## src/rtl/bus_addr_decoder.sv

```systemverilog
module bus_addr_decoder (
  input  logic [6:0] addr_hi,
  input  logic       rd_wr,
  input  logic       as_n,
  input  logic       uds_n,
  input  logic       lds_n,
  output logic       prom_oe_u_n,
  output logic       prom_oe_l_n,
  output logic       wram_rd_u_n,
  output logic       wram_rd_l_n,
  output logic       wram_wr_u_n,
  output logic       wram_wr_l_n,
  output logic       cart_oe_u_n,
  output logic       cart_oe_l_n,
  output logic       cart_we_u_n,
  output logic       cart_we_l_n,
  output logic       srom_oe_u_n,
  output logic       srom_oe_l_n,
  output logic       bram_oe_u_n,
  output logic       bram_oe_l_n,
  output logic       bram_we_u_n,
  output logic       bram_we_l_n,
  output logic       vid_rd_n,
  output logic       vid_wr_n,
  output logic       pal_sel_n,
  output logic       card_sel_n,
  output logic       card_rd_n,
  output logic       card_wr_n
);

  logic lane_u, lane_l, lane_any, rd, wr;
  logic hit_prom, hit_wram, hit_cart, hit_srom, hit_bram, hit_vid, hit_pal, hit_card;

  assign lane_u   = !as_n && !uds_n;
  assign lane_l   = !as_n && !lds_n;
  assign lane_any = lane_u || lane_l;
  assign rd       = rd_wr;
  assign wr       = !rd_wr;

  assign hit_prom = addr_hi[6:3] == 4'b0000;
  assign hit_wram = addr_hi[6:3] == 4'b0001;
  assign hit_cart = addr_hi[6:3] == 4'b0010;
  assign hit_vid  = addr_hi      == 7'b0011110;
  assign hit_pal  = addr_hi[6:5] == 2'b01;
  assign hit_card = addr_hi[6:5] == 2'b10;
  assign hit_srom = addr_hi[6:3] == 4'b1100;
  assign hit_bram = addr_hi[6:3] == 4'b1101;

  assign prom_oe_u_n = !(hit_prom && rd && lane_u);
  assign prom_oe_l_n = !(hit_prom && rd && lane_l);

  assign wram_rd_u_n = !(hit_wram && rd && lane_u);
  assign wram_rd_l_n = !(hit_wram && rd && lane_l);
  assign wram_wr_u_n = !(hit_wram && wr && lane_u);
  assign wram_wr_l_n = !(hit_wram && wr && lane_l);

  assign cart_oe_u_n = !(hit_cart && rd && lane_u);
  assign cart_oe_l_n = !(hit_cart && rd && lane_l);
  assign cart_we_u_n = !(hit_cart && wr && lane_u);
  assign cart_we_l_n = !(hit_cart && wr && lane_l);

  assign srom_oe_u_n = !(hit_srom && rd && lane_u);
  assign srom_oe_l_n = !(hit_srom && rd && lane_l);

  assign bram_oe_u_n = !(hit_bram && rd && lane_u);
  assign bram_oe_l_n = !(hit_bram && rd && lane_l);
  assign bram_we_u_n = !(hit_bram && wr && lane_u);
  assign bram_we_l_n = !(hit_bram && wr && lane_l);

  assign vid_rd_n   = !(hit_vid && rd && lane_any);
  assign vid_wr_n   = !(hit_vid && wr && lane_any);
  assign pal_sel_n  = !(hit_pal && lane_any);
  assign card_sel_n = !(hit_card && lane_any);
  assign card_rd_n  = !(hit_card && rd && lane_any);
  assign card_wr_n  = !(hit_card && wr && lane_any);

endmodule

```

## config.mk

```make
export PLATFORM = sky130hd
export DESIGN_NAME = bus_addr_decoder
export DESIGN_NICKNAME = d
export VERILOG_FILES = /design/src/rtl/bus_addr_decoder.sv
export SDC_FILE = /design/constraint.sdc
export NUM_CORES = 1
export LEC_CHECK = 0
export ABC_AREA = 1
export ABC_CLOCK_PERIOD_IN_PS = 800
export BUFFER_PORTS_ARGS = -buffer_cell sky130_fd_sc_hd__buf_2
export CAP_MARGIN = 20
export CORE_AREA = 3 3 40 42
export DETAILED_ROUTE_END_ITERATION = 6
export DIE_AREA = 0 0 43 45
export PLACE_DENSITY_LB_ADDON = 0.15
export SLEW_MARGIN = 30
export SYNTH_ARGS = -nofsm -noshare
export SYNTH_HDL_FRONTEND = slang
export SYNTH_SLANG_ARGS = --single-unit
```

## constraint.sdc

```tcl
create_clock -name vclk -period 0.8
set_input_delay 0.08 -clock vclk [all_inputs]
set_output_delay 0.08 -clock vclk [all_outputs]
set_load 0.03 [all_outputs]
```

Yosys cells after proc, flatten, opt, wreduce, memory -nomap -nowiden
Cells that the tools add are included.
{"block": "totals", "regBits": 0, "input_bits": 11, "out_inout_bits": 22, "wordCells": 71}
{"block": "op_classes", "eq_ne": 7, "reduce_logical": 64}
{"op": "$logic_and A1 B1 Y1", "n": 36}
{"op": "$logic_not A1 Y1", "n": 26}
{"op": "$eq A4 B4 Y1 const B", "n": 2}
{"op": "$eq A7 B5 Y1 const B", "n": 1}
{"op": "$eq A4 B1 Y1 const B", "n": 1}
{"op": "$eq A4 B2 Y1 const B", "n": 1}
{"op": "$logic_not A4 Y1", "n": 1}
{"op": "$eq A2 B1 Y1 const B", "n": 1}
{"op": "$eq A2 B2 Y1 const B", "n": 1}
{"op": "$logic_or A1 B1 Y1", "n": 1}

Longest topological paths before layout
Gate-level depths: netlist of the first run.
{"block": "depth", "ltp_word": 5, "mapped_depth": 5, "mapped_depth_nobuf": 5}

Worst setup path after synthesis of the first run
No wires, ideal clock.
{"block": "synth_timing", "path_kind": "input-to-output", "from": "in addr_hi[6]", "to": "out cart_oe_l_n", "arrival_time_ps": 732, "setup_slack_ps": -12, "stages": 4, "cell_sequence": "nor2_2 > nand2_1 > inv_1 > nand3_1"}
{"block": "synth_between", "elab_chain_len": 4}
{"element": "from (decl)", "line": "2", "source": "input logic [6:0] addr_hi,"}
{"element": "$eq A4 B2 Y1", "line": "42", "source": "assign hit_cart = addr_hi[6:3] == 4'b0010;"}
{"element": "$logic_and A1 B1 Y1 (2 in a row)", "line": "58", "source": "assign cart_oe_l_n = !(hit_cart && rd && lane_l);"}
{"element": "$logic_not A1 Y1", "line": "58"}
{"element": "to (decl)", "line": "14", "source": "output logic cart_oe_l_n,"}
Every way passes these cells.

Final worst setup path of the first run
{"block": "layout_timing", "from": "in as_n", "to": "out card_rd_n"}
{"block": "layout_between", "elab_chain_len": 5}
{"element": "from (decl)", "line": "4", "source": "input logic as_n,"}
{"element": "$logic_not A1 Y1 *", "line": "34, 35"}
{"element": "$logic_and A1 B1 Y1, on equally long branches", "line": "34, 35"}
{"element": "$logic_or A1 B1 Y1 *", "line": "36", "source": "assign lane_any = lane_u || lane_l;"}
{"element": "$logic_and A1 B1 Y1 *", "line": "74", "source": "assign card_rd_n = !(hit_card && rd && lane_any);"}
{"element": "$logic_not A1 Y1 *", "line": "74"}
{"element": "to (decl)", "line": "27", "source": "output logic card_rd_n,"}
Every way passes the cells marked *; elsewhere a longest branch is shown, timed or not.

==> results of run 1 <==
-- cells in the final DEF (no fill, tap or decap), types with 3 or more instances in the layout --
master and instances:
buf_2 3, buf_4 9, buf_6 28, inv_1 4, nand2_1 7, nand3_1 5
nand3_2 7, nand4_1 4, nor2_1 4, nor2_2 4, nor2_4 4
-- worst max-delay path, cell delays in order --
cell and delay (ps):
buf_6 100, nor2_4 190, nor2_4 60, nor2_2 110, nand2_1 80, buf_6 140
-- stage by stage --
stage          instance area (um^2)  hold WS [ps]  setup TNS (ps)
5_1_grt                       827.0         504.8           -1473
6_report                      827.0         479.6          -595.8
3_3_place_gp                  514.2         521.7           -1508
3_5_place_dp                  514.2         525.6           -1657
4_1_cts                       744.5         480.8          -422.3
2_1_floorplan                 262.8         390.5          -46.21
-- power breakdown --
group	switching (mW)	internal, mW	leakage (nW)
logic	0.162	0.152	0.358
registers	0	0	0
clock network	0	0	0
-- metal layers --
metal  vias to the layer above  share of wire  global-route usage
met1                       209           0.35              0.1463
met5                         -              0                   0
met3                         0          0.068             0.01594
met2                        16           0.58              0.2754
met4                         0              0                   0
li1                        249              -                   -
-- cell type report --
cell class                      count  area (um^2)  share of cell area
Inverter                            7        36.28             0.04387
Tap cell                           15        18.77             0.02269
Timing Repair Buffer               44        467.9              0.5658
Multi-Input combinational cell     40        304.0              0.3676
-- worst paths after layout --
check / startpoint / end / slack, ps / cells after the start
worst max-delay path: as_n / card_rd_n / -60 / 6
worst min-delay path: addr_hi[5] / pal_sel_n / 480 / 3
-- kinds of logic after synthesis --
| logic type | synth area share |
|---|---|
| buffers and inverters | 0.1095 |
| AND/OR/NAND/NOR | 0.8904 |
-- repair_timing --
action / CTS / global route
setup endpoints to repair: 22 / 22
pin swaps: 13 / 9
buffers inserted: 1 / 1
cloned: 0 / 0
gates resized for setup: 65 / 21
==> reports/results.ini, run 1 <==
[route]
wl_mm = 1.262
vias_per_cell = 4.472
vias = 474
firstDrtPassIters = 2
wl_per_cell_um = 11.91
final_antenna_net_count = 0
post-route-drc-count = 0
first_iter_violations = 2

[synth]
synth_cells = 47
synth.area.top_cells = nand3_1, nand2_1, nor2_4
synth_cell_type_count = 10
synth_top_area_frac = 0.2476
synthesis.nets = 58
synthTopCellsByCount = nand3_1, nand2_1, inv_1, nor2_1
yosysTopAreaCell = nand3_1
synth_seq_area_share = 0
yosysMostFrequentCell = nand3_1
syn_area_per_cell_um2 = 5.590
ys_warn_count = 0
synth_area_um2 = 262.8

[run_status]
status = complete, but fails checks
failed_checks = negative setup slack

[timing]
rsz0062_at_grt = true
fmax_mhz = 1164
maxSlewHeadroom = 0.8049
worstMarginPinSlew_ps = 291.6
finalSetupViolCount = 21
period_share = 1.074
fin_crit_ps = 859.2
setup_ws_ps = -59.20
maxSlewViolCount = 0
hold_viol = 0

[cells_and_area]
final_core_util = 0.6436
clockBufferCount = 0
areaGrowthSynthToFinish_pct = 214.8
register_area_um2 = 0
final_nets = 104
instances_no_fill = 106
nFillCells = 115
seq_cells = 0
layout-drive-gt1-share = 0.7363
antenna_cells = 0

[setup_path]
cp.required_ps = 720
path_max_fanout = 5
path_class = in -> out
worstSetupStartpointType = input pin
endpoint_kind = output pin
crit_arrival_ps = 780

[floorplanning]
num_rows = 13
fp.dieW_um = 43
die_y_um = 45
core-area_um2 = 1285
initial_core_util = 0.2045
fp.dieArea_um2 = 1935
io_pins = 33

[global_route]
grt_usage = 0.1305
grt_pass1_wl_mm = 2.028
grt_max_degree = 7
grt_pass1_vias = 476
antenna_found_initial = 0
grt_overflow_total = 0

[clocking]
cts-hold-fix-buffers = 0

[min_path]
hold_path_class = in -> out

[placed_design]
dp_hpwl_um = 853.2
gp_congestion = 0.7318
port_buffers = 33
pre_cts_ws_ps = -96.69
placedCellCount = 104

[power_and_ir_drop]
p_leak_nw = 0.3583
power_density_nw_per_um2 = 379.7
ir_drop_mv = 0.2118
power_mw = 0.3141

[flow_run]
cap_violations = 0

Note: power is estimated with default switching activity, not from simulation.
==> run 2: changes to the inputs <==
--- a/config.mk
+++ b/config.mk
@@ -13,6 +13,7 @@
 export DETAILED_ROUTE_END_ITERATION = 6
 export DIE_AREA = 0 0 43 45
 export PLACE_DENSITY_LB_ADDON = 0.15
+export SETUP_SLACK_MARGIN = 0.5
 export SLEW_MARGIN = 30
 export SYNTH_ARGS = -nofsm -noshare
 export SYNTH_HDL_FRONTEND = slang
==> reports/results.ini, run 2 (synthesis gave the netlist of run 1 again) <==
[global_route]
grt_max_degree = 7
grt_pass1_vias = 531
grt_overflow_total = 0
grt_pass1_wl_mm = 2.201
antenna_found_initial = 0
grt_usage = 0.1372

[setup_path]
endpoint_kind = output pin
crit_arrival_ps = 760
path_delay_family = buffers and inverters
cpPeakStageDelay_ps = 170
worstSetupStartpointType = input pin
cp.required_ps = 720
crit_slowest_cell = buf_6
path_cells = buf_6 > nor2_4 > buf_6 > nand4_1 > buf_6
path_max_fanout = 6
path_buf_inv = 3
path_class = in -> out
worst_path_most_repeated_cell = buf_6

[cells_and_area]
areaGrowthSynthToFinish_pct = 241.9
seq_cells = 0
finalInstanceArea_um2 = 898.4
antenna_cells = 0
final_nets = 106
mostFrequentLayoutCells = buf_6, buf_4, nor2_4
instances_no_fill = 108
clockBufferCount = 0
register_area_um2 = 0
layout-drive-gt1-share = 0.8280
final_common_cell = buf_6
final_core_util = 0.6991

[route]
vias_per_cell = 4.537
firstDrtPassIters = 2
post-route-drc-count = 0
final_antenna_net_count = 0
wl_mm = 1.197
wl_per_cell_um = 11.08
first_iter_violations = 4
vias = 490

[placed_design]
port_buffers = 33
gp_congestion = 0.7402
pre_cts_ws_ps = -128.5
placed_area_um2 = 621.8
placedCellCount = 108
dp_hpwl_um = 919.5

[run_status]
failed_checks = negative setup slack
status = complete, but fails checks

[timing]
worstMarginPinSlew_ps = 238.7
setup_ws_ps = -41.44
maxSlewViolCount = 0
hold_viol = 0
period_share = 1.052
rsz0062_at_grt = true
fin_crit_ps = 841.4
finalSetupViolCount = 8
fmax_mhz = 1188
maxSlewHeadroom = 0.8403

[power_and_ir_drop]
p_sw_frac = 0.5241
p_sw_mw = 0.1796
power_frac_comb = 1.000
pwr-share-clk = 0
ir_drop_mv = 0.1994
power_density_nw_per_um2 = 381.4
p_leak_nw = 0.3665
internal_power_mw = 0.1631
seqPwrFrac = 0

[min_path]
hold-path-endpoint = prom_oe_l_n
hold_path_class = in -> out
hold_depth = 4
worstHoldStart = addr_hi[3]

[clocking]
cts-hold-fix-buffers = 0
post-cts-setup-buffer-count = 0

[floorplanning]
io_pins = 33
fp.dieW_um = 43
die_y_um = 45
initial_core_util = 0.2045
fp.dieArea_um2 = 1935
core-area_um2 = 1285
num_rows = 13

[flow_run]
cap_violations = 0

[run 2: cell type report]
class	instances	area (um^2)
fill	109	386.6
tap	15	18.77
multi-input combinational	40	356.6
timing repair buffer	46	481.7
inverter	7	41.29
[run 2: layer usage]
layer,vias up,track usage,share of wire
met2,18,0.2784,0.57
met3,0,0,0.051
met4,0,0,0
met5,-,0,0
met1,218,0.1727,0.38
li1,254,-,-
[run 2: power groups by stage]
stage	clock, mW	sequential [mW]	combinational, mW
3_5_place_dp	0	0	0.257
4_1_cts	0	0	0.333
6_report	0	0	0.343
3_3_place_gp	0	0	0.256
5_1_grt	0	0	0.368
2_1_floorplan	0	0	0.131
[run 2: how the worst max path moves through the flow]
| stage | slack [ps] | end | startpoint | cells past startpoint |
|---|---|---|---|---|
| 6_report | -40 | wram_rd_u_n | uds_n | 5 |
| 5_1_grt | -90 | wram_rd_u_n | uds_n | 5 |
| 4_1_cts | -20 | wram_rd_u_n | as_n | 5 |
| 3_5_place_dp | -130 | cart_oe_l_n | rd_wr | 5 |
| 3_3_place_gp | -100 | cart_oe_l_n | rd_wr | 5 |
| 2_1_floorplan | 40 | wram_rd_l_n | as_n | 2 |
[run 2: repair_timing]
action                                  4_1_cts  5_1_grt
gates resized for setup                      76        6
endpoints found under the setup margin       22       22
endpoints found under the hold margin         0        0
pin swaps                                    20        7
[run 2: stage by stage]
| step | total power, mW | TNS, ps | hold WS, ps |
|---|---|---|---|
| floorplan | 0.1310 | 0 | 294.4 |
| global placement | 0.2557 | -1487 | 601.1 |
| detailed placement | 0.2571 | -1505 | 602.8 |
| CTS | 0.3333 | -174.2 | 498.3 |
| global route | 0.3680 | -921.3 | 502.7 |
| finish | 0.3426 | -164.7 | 483.5 |
